===== src/rtl/cfgseq_pkg.sv =====
package cfgseq_pkg;
  localparam int ADDR_W = 12;
  localparam int DATA_W = 32;

  localparam logic [ADDR_W-1:0] A_STAT = 12'h21C;
  localparam logic [ADDR_W-1:0] A_MODE = 12'h220;
  localparam logic [ADDR_W-1:0] A_DATA = 12'h228;
  localparam logic [ADDR_W-1:0] A_PROG = 12'h22C;
  localparam logic [ADDR_W-1:0] A_LERR = 12'h234;

  localparam int ST_RDY  = 18;
  localparam int ST_EN   = 20;
  localparam int ST_USER = 21;
  localparam int ST_UCLK = 24;
  localparam int MD_SEL  = 0;
  localparam int MD_CLK  = 1;
  localparam int MD_RLSB = 8;
  localparam int PG_CFG  = 0;
  localparam int PG_XFER = 1;
  localparam int LE_BIT  = 5;

  typedef enum logic [1:0] {OP_RD, OP_RMW, OP_WR} bus_op_t;

  typedef enum logic [2:0] {
    E_NONE = 3'd0, E_NO_EN = 3'd1, E_PRE_TD = 3'd2, E_RDY_TO = 3'd3,
    E_LATCH = 3'd4, E_USER_TO = 3'd5, E_END_TD = 3'd6
  } err_t;

  function automatic logic [7:0] ratio_sel(input logic comp, input logic enc);
    if (comp)     return 8'd8;
    else if (enc) return 8'd4;
    else          return 8'd1;
  endfunction

  function automatic logic [DATA_W-1:0] merge(input logic [DATA_W-1:0] rd,
                                              input logic [DATA_W-1:0] clr,
                                              input logic [DATA_W-1:0] set);
    return (rd & ~clr) | set;
  endfunction

  function automatic int ceil_div(input int a, input int b);
    return (a + b - 1) / b;
  endfunction
endpackage


===== src/rtl/cfgseq_bus.sv =====
module cfgseq_bus import cfgseq_pkg::*; (
  input  logic              clk,
  input  logic              rst_n,
  input  logic              go,
  input  bus_op_t           op,
  input  logic [ADDR_W-1:0] addr,
  input  logic [DATA_W-1:0] clr,
  input  logic [DATA_W-1:0] set,
  output logic              done,
  output logic [DATA_W-1:0] rdat,
  output logic              bus_req,
  output logic              bus_we,
  output logic [ADDR_W-1:0] bus_addr,
  output logic [DATA_W-1:0] bus_wdata,
  input  logic              bus_ack,
  input  logic [DATA_W-1:0] bus_rdata
);
  typedef enum logic [1:0] {B_IDLE, B_RD, B_WR} bst_t;
  bst_t bst;
  bus_op_t op_q;
  logic [ADDR_W-1:0] a_q;
  logic [DATA_W-1:0] clr_q, set_q, wd_q;

  always_ff @(posedge clk) begin
    if (!rst_n) begin
      bst <= B_IDLE; op_q <= OP_RD; a_q <= '0; clr_q <= '0; set_q <= '0;
      wd_q <= '0; rdat <= '0; done <= 1'b0;
    end else begin
      done <= 1'b0;
      case (bst)
        B_IDLE: if (go) begin
          op_q <= op; a_q <= addr; clr_q <= clr; set_q <= set;
          if (op == OP_WR) begin wd_q <= set; bst <= B_WR; end
          else bst <= B_RD;
        end
        B_RD: if (bus_ack) begin
          rdat <= bus_rdata;
          if (op_q == OP_RMW) begin
            wd_q <= merge(bus_rdata, clr_q, set_q);
            bst <= B_WR;
          end else begin
            done <= 1'b1; bst <= B_IDLE;
          end
        end
        B_WR: if (bus_ack) begin done <= 1'b1; bst <= B_IDLE; end
        default: bst <= B_IDLE;
      endcase
    end
  end

  assign bus_req   = (bst != B_IDLE);
  assign bus_we    = (bst == B_WR);
  assign bus_addr  = a_q;
  assign bus_wdata = wd_q;
endmodule


===== src/rtl/cfgseq_count.sv =====
module cfgseq_count #(parameter int W = 8) (
  input  logic         clk,
  input  logic         rst_n,
  input  logic         clr,
  input  logic         inc,
  output logic [W-1:0] val
);
  always_ff @(posedge clk) begin
    if (!rst_n || clr) val <= '0;
    else if (inc)      val <= val + W'(1);
  end
endmodule


===== src/rtl/cfgseq_tick.sv =====
module cfgseq_tick #(parameter int W = 8, parameter int LEN = 10) (
  input  logic clk,
  input  logic rst_n,
  input  logic load,
  output logic expired
);
  logic [W-1:0] cnt;
  always_ff @(posedge clk) begin
    if (!rst_n)          cnt <= '0;
    else if (load)       cnt <= W'(LEN);
    else if (cnt != '0)  cnt <= cnt - W'(1);
  end
  assign expired = (cnt == '0);
endmodule


===== src/rtl/cfgseq_top.sv =====
module cfgseq_top import cfgseq_pkg::*; #(
  parameter int TICKS_PER_US = 100,
  parameter int POLL_US      = 10,
  parameter int RDY_TO_US    = 10,
  parameter int USER_TO_US   = 2000,
  parameter int FLUSH_WRITES = 244
) (
  input  logic              clk,
  input  logic              rst_n,
  input  logic              start,
  input  logic              img_compressed,
  input  logic              img_encrypted,
  output logic              stream_go,
  input  logic              stream_done,
  output logic              bus_req,
  output logic              bus_we,
  output logic [ADDR_W-1:0] bus_addr,
  output logic [DATA_W-1:0] bus_wdata,
  input  logic              bus_ack,
  input  logic [DATA_W-1:0] bus_rdata,
  output logic              busy,
  output logic              seq_done,
  output logic              seq_fail,
  output logic              seq_timeout,
  output logic [2:0]        err_code
);
  localparam int POLL_CYC   = POLL_US * TICKS_PER_US;
  localparam int RDY_READS  = ceil_div(RDY_TO_US, POLL_US);
  localparam int USER_READS = ceil_div(USER_TO_US, POLL_US);
  localparam int RD_W = $clog2(USER_READS + RDY_READS + 1);
  localparam int FL_W = $clog2(FLUSH_WRITES + 1);
  localparam int TK_W = $clog2(POLL_CYC + 1);
  localparam logic [DATA_W-1:0] RATIO_MASK = 32'h0000_FF00;

  typedef enum logic [4:0] {
    S_IDLE, S_CHK, S_CLKSEL, S_MODESEL, S_CFGREQ, S_XFER, S_RATIO, S_STREAM,
    S_TDX, S_TDC, S_CPL_LERR, S_CPL_MODE, S_FL_CLK, S_FL_WR, S_POLL,
    S_POLL_WAIT, S_DONE, S_FAIL
  } st_t;

  st_t st, fl_ret, poll_ret;
  logic pend, pre_td;
  logic [DATA_W-1:0] p_mask, p_val;
  logic [RD_W-1:0] p_lim;
  err_t p_err, err_q;
  logic [7:0] ratio_q;

  logic need, cmd_go, cmd_done;
  bus_op_t cmd_op;
  logic [ADDR_W-1:0] cmd_addr;
  logic [DATA_W-1:0] cmd_clr, cmd_set, cmd_rd;
  logic [FL_W-1:0] fl_cnt;
  logic [RD_W-1:0] rd_cnt;
  logic tick_exp;

  // named internal events
  logic ev_start, ev_poll_hit, ev_poll_miss, ev_poll_exhaust, ev_flush_word, ev_flush_last;
  assign ev_start        = start && !busy;
  assign ev_poll_hit     = cmd_done && (st == S_POLL) && ((cmd_rd & p_mask) == p_val);
  assign ev_poll_miss    = cmd_done && (st == S_POLL) && ((cmd_rd & p_mask) != p_val);
  assign ev_poll_exhaust = ev_poll_miss && ((rd_cnt + RD_W'(1)) >= p_lim);
  assign ev_flush_word   = cmd_done && (st == S_FL_WR);
  assign ev_flush_last   = ev_flush_word && (fl_cnt == FL_W'(FLUSH_WRITES - 1));

  always_comb begin
    need = 1'b1; cmd_op = OP_RMW; cmd_addr = A_MODE; cmd_clr = '0; cmd_set = '0;
    case (st)
      S_CHK:      begin cmd_op = OP_RD; cmd_addr = A_STAT; end
      S_CLKSEL:   cmd_set = 32'(1) << MD_CLK;
      S_MODESEL:  cmd_set = 32'(1) << MD_SEL;
      S_CFGREQ:   begin cmd_addr = A_PROG; cmd_set = 32'(1) << PG_CFG; end
      S_XFER:     begin cmd_addr = A_PROG; cmd_set = 32'(1) << PG_XFER; end
      S_RATIO:    begin cmd_clr = RATIO_MASK; cmd_set = 32'(ratio_q) << MD_RLSB; end
      S_TDX:      begin cmd_addr = A_PROG; cmd_clr = 32'(1) << PG_XFER; end
      S_TDC:      begin cmd_addr = A_PROG; cmd_clr = 32'(1) << PG_CFG; end
      S_CPL_LERR: begin cmd_op = OP_RD; cmd_addr = A_LERR; end
      S_CPL_MODE: cmd_clr = (32'(1) << MD_SEL) | (32'(1) << MD_CLK);
      S_FL_CLK:   begin cmd_clr = RATIO_MASK; cmd_set = 32'(1) << MD_RLSB; end
      S_FL_WR:    begin cmd_op = OP_WR; cmd_addr = A_DATA; end
      S_POLL:     begin cmd_op = OP_RD; cmd_addr = A_STAT; end
      default:    need = 1'b0;
    endcase
  end
  assign cmd_go = need && !pend;

  cfgseq_bus u_bus (
    .clk, .rst_n, .go(cmd_go), .op(cmd_op), .addr(cmd_addr), .clr(cmd_clr),
    .set(cmd_set), .done(cmd_done), .rdat(cmd_rd), .bus_req, .bus_we,
    .bus_addr, .bus_wdata, .bus_ack, .bus_rdata
  );

  cfgseq_count #(.W(FL_W)) u_flcnt (
    .clk, .rst_n, .clr(st == S_FL_CLK), .inc(ev_flush_word), .val(fl_cnt)
  );

  cfgseq_count #(.W(RD_W)) u_rdcnt (
    .clk, .rst_n, .clr(!(st == S_POLL || st == S_POLL_WAIT)), .inc(ev_poll_miss),
    .val(rd_cnt)
  );

  cfgseq_tick #(.W(TK_W), .LEN(POLL_CYC)) u_tick (
    .clk, .rst_n, .load(ev_poll_miss && !ev_poll_exhaust), .expired(tick_exp)
  );

  always_ff @(posedge clk) begin
    if (!rst_n) begin
      st <= S_IDLE; fl_ret <= S_IDLE; poll_ret <= S_IDLE; pend <= 1'b0;
      pre_td <= 1'b0; p_mask <= '0; p_val <= '0; p_lim <= '0; p_err <= E_NONE;
      err_q <= E_NONE; ratio_q <= 8'd1; seq_done <= 1'b0; seq_fail <= 1'b0;
      seq_timeout <= 1'b0;
    end else begin
      if (cmd_go)   pend <= 1'b1;
      if (cmd_done) pend <= 1'b0;
      case (st)
        S_IDLE, S_DONE, S_FAIL: if (start) begin
          seq_done <= 1'b0; seq_fail <= 1'b0; seq_timeout <= 1'b0; err_q <= E_NONE;
          ratio_q <= ratio_sel(img_compressed, img_encrypted);
          pre_td <= 1'b0; st <= S_CHK;
        end
        S_CHK: if (cmd_done) begin
          if (!cmd_rd[ST_EN]) begin st <= S_FAIL; seq_fail <= 1'b1; err_q <= E_NO_EN; end
          else if (cmd_rd[ST_RDY]) begin pre_td <= 1'b1; st <= S_TDX; end
          else st <= S_CLKSEL;
        end
        S_CLKSEL:  if (cmd_done) st <= S_MODESEL;
        S_MODESEL: if (cmd_done) begin fl_ret <= S_CFGREQ; st <= S_FL_CLK; end
        S_CFGREQ: if (cmd_done) begin
          p_mask <= 32'(1) << ST_RDY; p_val <= 32'(1) << ST_RDY;
          p_lim <= RD_W'(RDY_READS); p_err <= E_RDY_TO;
          poll_ret <= S_FL_CLK; fl_ret <= S_XFER; st <= S_POLL;
        end
        S_XFER:   if (cmd_done) st <= S_RATIO;
        S_RATIO:  if (cmd_done) st <= S_STREAM;
        S_STREAM: if (stream_done) st <= S_TDX;
        S_TDX:    if (cmd_done) st <= S_TDC;
        S_TDC: if (cmd_done) begin
          p_mask <= 32'(1) << ST_RDY; p_val <= '0; p_lim <= RD_W'(RDY_READS);
          p_err <= pre_td ? E_PRE_TD : E_END_TD;
          poll_ret <= pre_td ? S_CLKSEL : S_CPL_LERR;
          fl_ret <= S_POLL; st <= S_FL_CLK;
        end
        S_CPL_LERR: if (cmd_done) begin
          if (cmd_rd[LE_BIT]) begin st <= S_FAIL; seq_fail <= 1'b1; err_q <= E_LATCH; end
          else st <= S_CPL_MODE;
        end
        S_CPL_MODE: if (cmd_done) begin
          p_mask <= (32'(1) << ST_UCLK) | (32'(1) << ST_USER);
          p_val  <= (32'(1) << ST_UCLK) | (32'(1) << ST_USER);
          p_lim <= RD_W'(USER_READS); p_err <= E_USER_TO;
          poll_ret <= S_DONE; st <= S_POLL;
        end
        S_FL_CLK: if (cmd_done) st <= S_FL_WR;
        S_FL_WR:  if (ev_flush_last) begin
          st <= fl_ret;
          if (fl_ret == S_POLL) pre_td <= pre_td;
        end
        S_POLL: begin
          if (ev_poll_hit) begin
            st <= poll_ret;
            if (poll_ret == S_DONE) seq_done <= 1'b1;
            if (poll_ret == S_CLKSEL) pre_td <= 1'b0;
          end else if (ev_poll_exhaust) begin
            st <= S_FAIL; seq_fail <= 1'b1; seq_timeout <= 1'b1; err_q <= p_err;
          end else if (ev_poll_miss) st <= S_POLL_WAIT;
        end
        S_POLL_WAIT: if (tick_exp) st <= S_POLL;
        default: st <= S_IDLE;
      endcase
    end
  end

  assign busy      = !(st == S_IDLE || st == S_DONE || st == S_FAIL);
  assign stream_go = (st == S_STREAM);
  assign err_code  = err_q;
endmodule


===== config.mk =====
export PLATFORM = sky130hd
export DESIGN_NAME = cfgseq_top
export DESIGN_NICKNAME = d
export VERILOG_FILES = /design/src/rtl/cfgseq_pkg.sv /design/src/rtl/cfgseq_bus.sv /design/src/rtl/cfgseq_count.sv /design/src/rtl/cfgseq_tick.sv /design/src/rtl/cfgseq_top.sv
export SDC_FILE = /design/constraint.sdc
export NUM_CORES = 1
export LEC_CHECK = 0
export BUFFER_PORTS_ARGS = -buffer_cell sky130_fd_sc_hd__clkbuf_2
export CAP_MARGIN = 30
export CORE_MARGIN = 2
export CORE_UTILIZATION = 55
export CTS_CLUSTER_DIAMETER = 60
export DETAILED_ROUTE_END_ITERATION = 16
export GPL_TIMING_DRIVEN = 0
export PLACE_DENSITY = 0.79
export SYNTH_ARGS = -nofsm -noshare
export SYNTH_HDL_FRONTEND = slang
export SYNTH_SLANG_ARGS = --single-unit

===== constraint.sdc =====
create_clock -name clk -period 4.4 [get_ports clk]
set_clock_uncertainty 0.2 [all_clocks]
set_input_delay 0.22 -clock clk [delete_from_list [all_inputs] [get_ports clk]]
set_output_delay 0.22 -clock clk [all_outputs]
set_load 0.01 [all_outputs]

## Word-level counts from Yosys, hierarchy flattened

Cells that the tools add are included.

| cells by class | value |
|---|---|
| reductions and logical operators | 57 |
| eq/ne operators | 59 |
| multiplexer cells | 90 |
| bitwise logic cells | 5 |
| order comparisons | 1 |
| add/sub/neg operators | 3 |

Operator list:

| cell | number |
|---|---|
| 2-to-1 mux 32 bit | 7 |
| one-hot mux 16 bit (4 select lines) | 2 |
| one-hot mux 32 bit (2 select lines) | 2 |
| 2-to-1 mux 5 bit | 22 |
| one-hot mux 32 bit (3 select lines) | 1 |
| one-hot mux 5 bit (14 select lines) | 1 |
| bitwise AND 32 bit | 2 |
| != test 2 x 1 -> 1 bit, second input constant | 22 |
| equality test 5 x 4 -> 1 bit, second input constant | 8 |
| 2-to-1 mux 3 bit | 12 |
| equality test 32 bit | 1 |
| != test 32 bit | 1 |
| NOT 32 bit | 1 |
| bitwise OR 32 bit | 1 |
| one-hot mux 5 bit (3 select lines) | 2 |
| one-hot mux 6 bit (4 select lines) | 1 |
| equality test 5 x 3 -> 1 bit, second input constant | 4 |
| 2-to-1 mux 10 bit | 2 |
| != test 2 bit, second input constant | 10 |
| 2-to-1 mux 1 bit | 18 |
| OR reduction 2 bit | 9 |
| adder 8 x 1 -> 8 bit, second input constant | 2 |
| 2-to-1 mux 8 bit | 2 |
| one-hot mux 8 bit (2 select lines) | 1 |
| 39 further kinds | 81 |

| storage, ports and cells | value |
|---|---|
| bits of input ports | 39 |
| word-level logic and storage cells | 241 |
| register bits after elaboration | 277 |
| output and inout bits | 54 |

## Longest topological paths before layout

| logic depth | value |
|---|---|
| word-level depth | 7 |
| mapped depth | 10 |
| depth with buffers taken out | 10 |

## Modules after synthesis

Synthesis repeated with hierarchy kept, for this count alone.

| second synthesis, totals | value |
|---|---|
| cells, all modules | 1144 |
| area total of the unflattened synthesis | 9497.9 um^2 |

Modules (own cells, without submodules):

| module | times used | area an instance (um^2) | seq. area each (um^2) | cells an instance |
|---|---|---|---|---|
| cfgseq_bus | 1 | 6142.1 | 2902.8 | 719 |
| cfgseq_top | 1 | 2147.1 | 560.5 | 292 |
| cfgseq_count | 2 | 345.3 | 160.2 | 38 |
| cfgseq_tick | 1 | 518.0 | 200.2 | 57 |

## Worst setup path after synthesis

No wires, ideal clock.

| timing path | value |
|---|---|
| path kind | register -> register |
| start point | register u_rdcnt.val[0] |
| end point | register seq_fail |
| period minus slack after synthesis | 2.572 ns |
| cell stages (with the launch flop) | 11 |
| path buffers | 0 |
| data required time | 4.084 ns |
| slack | 1.828 ns |
| library setup time | 0.116 ns |
| arrival | 2.255 ns |
| path through | dfxtp_1 ha_1 and3_1 and3_1 xor2_1 ha_1 a21oi_1 a21oi_1 o221ai_1 nor2_1 o211a_1 |

| between the ends | value |
|---|---|
| word-level cells in the longest chain between the ends | 5 |

Ends and longest elaborated chain:

| element | RTL line | source |
|---|---|---|
| start: declaration | cfgseq_count.sv:6 | `output logic [W-1:0] val` |
| start signal: assignment | cfgseq_count.sv:10 | `else if (inc) val <= val + W'(1);` |
| adder 8 x 1 -> 8 bit | cfgseq_top.sv:61 | `assign ev_poll_exhaust = ev_poll_miss && ((rd_cnt + RD_W'(1)) >= p_lim);` |
| >= comparator 8 bit | cfgseq_top.sv:61 |  |
| logical AND 1 bit | cfgseq_top.sv:61 |  |
| != test 2 bit (no line) | -- |  |
| AND reduction 8 bit (no line) | -- |  |
| end signal: assignment | cfgseq_top.sv:109 | `err_q <= E_NONE; ratio_q <= 8'd1; seq_done <= 1'b0; seq_fail <= 1'b0;` |
| end signal: assignment | cfgseq_top.sv:116 | `seq_done <= 1'b0; seq_fail <= 1'b0; seq_timeout <= 1'b0; err_q <= E_NONE;` |
| end signal: assignment | cfgseq_top.sv:121 | `if (!cmd_rd[ST_EN]) begin st <= S_FAIL; seq_fail <= 1'b1; err_q <= E_NO_EN; end` |
| end: declaration | cfgseq_top.sv:23 | `output logic seq_fail,` |

Every way passes these cells.
A chain may end at the register's enable or synchronous reset.

## Worst setup path in the final report

Same ends and word-level chain as after synthesis.

==> impl_metrics.ini <==
[run_status]
outcome = finished clean

[global_routing]
grt_pass1_vias = 4896
met3_usage = 0.0499
grt_max_degree = 23
antenna_found_initial = 0
grt_first_pass_wirelength_mm = 24.0
grt_overflow_total = 0
grtUsageTotal = 0.293
met1_usage = 0.384
grt_use_met2 = 0.487
top_usage_layer = met2

[drt]
via_per_inst = 5.87
wirelength_mm = 15.4
final_antenna_net_count = 0
drtPass1Iterations = 8
vias = 5211
drtIter0Drc = 469
drc_errors = 0
route.detailed.wl_per_inst_um = 17.3

[setup_path]
worstPathMaxFanout = 6
worstRegToRegCells = 10
cp_slowest_cell = dfxtp_1
crit_chain = ha_1, and3_1, and3_1, xor2_1, ha_1, a21oi_1, a21oi_1, o221ai_1, nor2_1, o211a_1
endpoint_kind = flip-flop
worstSetupPathType = flip-flop to flip-flop
required_ns = 4.49
cp.arrival_ns = 2.99
worst_setup_path_start_kind = flip-flop
slowest_delay_ns = 0.38

[worst_hold_path]
hp-class = primary input to flip-flop
hold_path_depth = 5

[clocking]
htreeDepth = 3
cts_max_path_buffers = 2
numClockSinks = 109
numCtsBuffers = 9
cts_root_buf = clkbuf_8
postCtsSetupBuffers = 0
postCtsHoldBufs = 31
cts_tree = built
cts_resized = 0
clk_latency_ns = 0.39
path_clk_slew_ns = 0.12

[placement]
place_inst = 840
hpwl_mm = 10.7
dpl_cell_area_sq_um = 5880
gp_congestion = 0.981
pre_cts_slack_ns = 1.56
port_buffers = 83

[layout]
syn_to_final_growth_pct = 21.2
final_core_util = 0.689
final_area_sq_um = 6400
n_antenna_cell = 0
fillCellCount = 757
layout.cells.non_filler = 887
drive_gt1_frac = 0.177
final_nets = 802

[logic_synthesis]
ys_seq_area_frac = 0.413
synthTopCellsByArea = dfxtp_1 41%, nand2_1 5.0%, a21oi_1 3.7%, a22o_1 3.7%, nor2_1 3.3%
ys_ff_latch = 109
syn-cell-area_sq_um = 5280
yosysTopAreaCellShare = 0.413
synth_top_area_cell = dfxtp_1
ys.flop_type = dfxtp_1
synth_edf_count = 0
synth_area_per_cell_sq_um = 8.48
yosys_warnings = 0
syn_inst = 622
async_flop_share = 0
ys_types = 66

[floorplanning]
start_util = 0.568
dieArea_sq_um = 10400
die_w_um = 102
die_h_um = 102
io_pins = 93
row_count = 35
core_sq_um = 9280

[timing]
fmax_mhz = 346
rsz0062_at_grt = false
setup_violations = 0
timing.final.crit_share = 0.658
hold_viol_final = 0
slew_violations = 0
tightest_slew_ns = 0.965
fin_setup_tns_ns = 0
whs_ns = 0.0656
fin_ws_ns = 1.51
min_period_ns = 2.89
relSlewSlack = 0.351

[pwr]
peakVddDrop_mv = 0.286
totalPowerFinal_mw = 3.03
p_leak_nw = 2.60
cellPowerDensity_nw_per_um2 = 473

[flow_run]
cap_violations = 0
==> Yosys cell counts (all sizes together), types with 10 or more instances <==
library cell and instances:
a21boi 20, a21oi 39, a22o 22, and2 11
buf 22, clkbuf 18, dfxtp 109, ha 10
inv 16, mux2i 10, nand2 71, nand3 34
nand4 11, nor2 49, nor2b 23, nor3 10
o21ai 32, xor2 15
==> sequential cells by signal, indices dropped and copies added (netlist names), 2 cells and up <==
name,cells
u_bus.bus_wdata,32
u_tick.cnt,10
u_flcnt.val,8
u_rdcnt.val,8
st,5
u_bus.bus_addr,5
u_bus.rdat,5
u_bus.set_q,5
err_code,3
fl_ret,3
p_err,3
poll_ret,3
ratio_q,3
u_bus.clr_q,3
p_mask,2
u_bus.bst,2
u_bus.op_q,2
==> metal layers <==
layer | wire (um) | part of all wire | vias to the layer above
li1 | - | - | 2468
met1 | 6450 | 0.42 | 2443
met2 | 7360 | 0.48 | 257
met3 | 1210 | 0.078 | 43
met4 | 367 | 0.024 | 0
met5 | 0 | 0 | -
==> report_power, final <==
| group | switching, mW | leakage [nW] | internal (mW) | total, mW |
|---|---|---|---|---|
| Clock | 0.401 | 0.105 | 0.232 | 0.634 |
| Sequential | 0.101 | 0.883 | 1.10 | 1.20 |
| Combinational | 0.729 | 1.61 | 0.463 | 1.19 |
| Total | 1.23 | 2.60 | 1.80 | 3.03 |
==> cells in the final DEF (no fill, tap or decap), types with 5 or more instances in the layout <==
master	synthesis	layout
nand2_1	70	70
o31ai_1	5	5
dlygate4sd3_1	0	31
and2_1	8	8
nor2b_1	23	23
xor2_1	15	15
clkbuf_2	0	83
o22ai_1	7	7
buf_2	10	10
nor2_1	47	47
inv_1	16	16
clkbuf_8	0	9
clkbuf_1	18	18
or3_1	8	8
a21boi_0	20	20
a22o_1	22	22
ha_1	10	10
conb_1	1	7
a211oi_1	6	6
o21ai_0	30	30
xnor2_1	8	8
nand3_1	34	34
nor3_1	10	10
a31oi_1	6	6
and3_1	5	5
mux2i_1	10	10
buf_4	9	9
nand2b_1	7	7
dfxtp_1	109	109
nand4_1	11	11
a21oi_1	39	39
==> cell type report <==
type                            count  area (sq um)  area share
Sequential cell                   109          2180       0.341
Inverter                           17          63.8     0.00997
Clock buffer                        9           124      0.0194
Timing Repair Buffer              114           726       0.113
Tap cell                          129           161      0.0252
Clock inverter                      7          86.3      0.0135
Buffer                             40           211      0.0331
Multi-Input combinational cell    462          2840       0.444
==> cells by family after synthesis <==
kind of cell | count (synthesis) | synth area share
buf+inv | 57 | 0.0522
xor+xnor | 23 | 0.0382
flops | 109 | 0.413
compound gates | 163 | 0.212
fa+ha+maj | 10 | 0.0237
mux | 10 | 0.0190
simple gates | 249 | 0.240
other cells | 1 | 0.000711
==> critical path: cells and delay by family, from the launching register on <==
family / cells / cell delay [ns]
and+or+nand+nor: 3 / 0.56
xor gates and xnor gates: 1 / 0.16
adders and majority gates: 2 / 0.47
DFF: 1 / 0.38
AOI/OAI and AO/OA: 4 / 1.03
==> final timing paths <==
check | startpoint | to | slack, ns
max | u_rdcnt.val[0]$_SDFFE_PP0P_ | seq_fail$_SDFFE_PN0P_ | 1.51
min | bus_rdata[8] | u_bus.bus_wdata[8]$_SDFFE_PN0P_ | 0.07
max reg2reg | u_rdcnt.val[0]$_SDFFE_PP0P_ | seq_fail$_SDFFE_PN0P_ | 1.51
min reg2reg | u_bus.set_q[8]$_SDFFE_PN0P_ | u_bus.set_q[8]$_SDFFE_PN0P_ | 0.28
No activity file was read; power rests on OpenSTA's default activity.
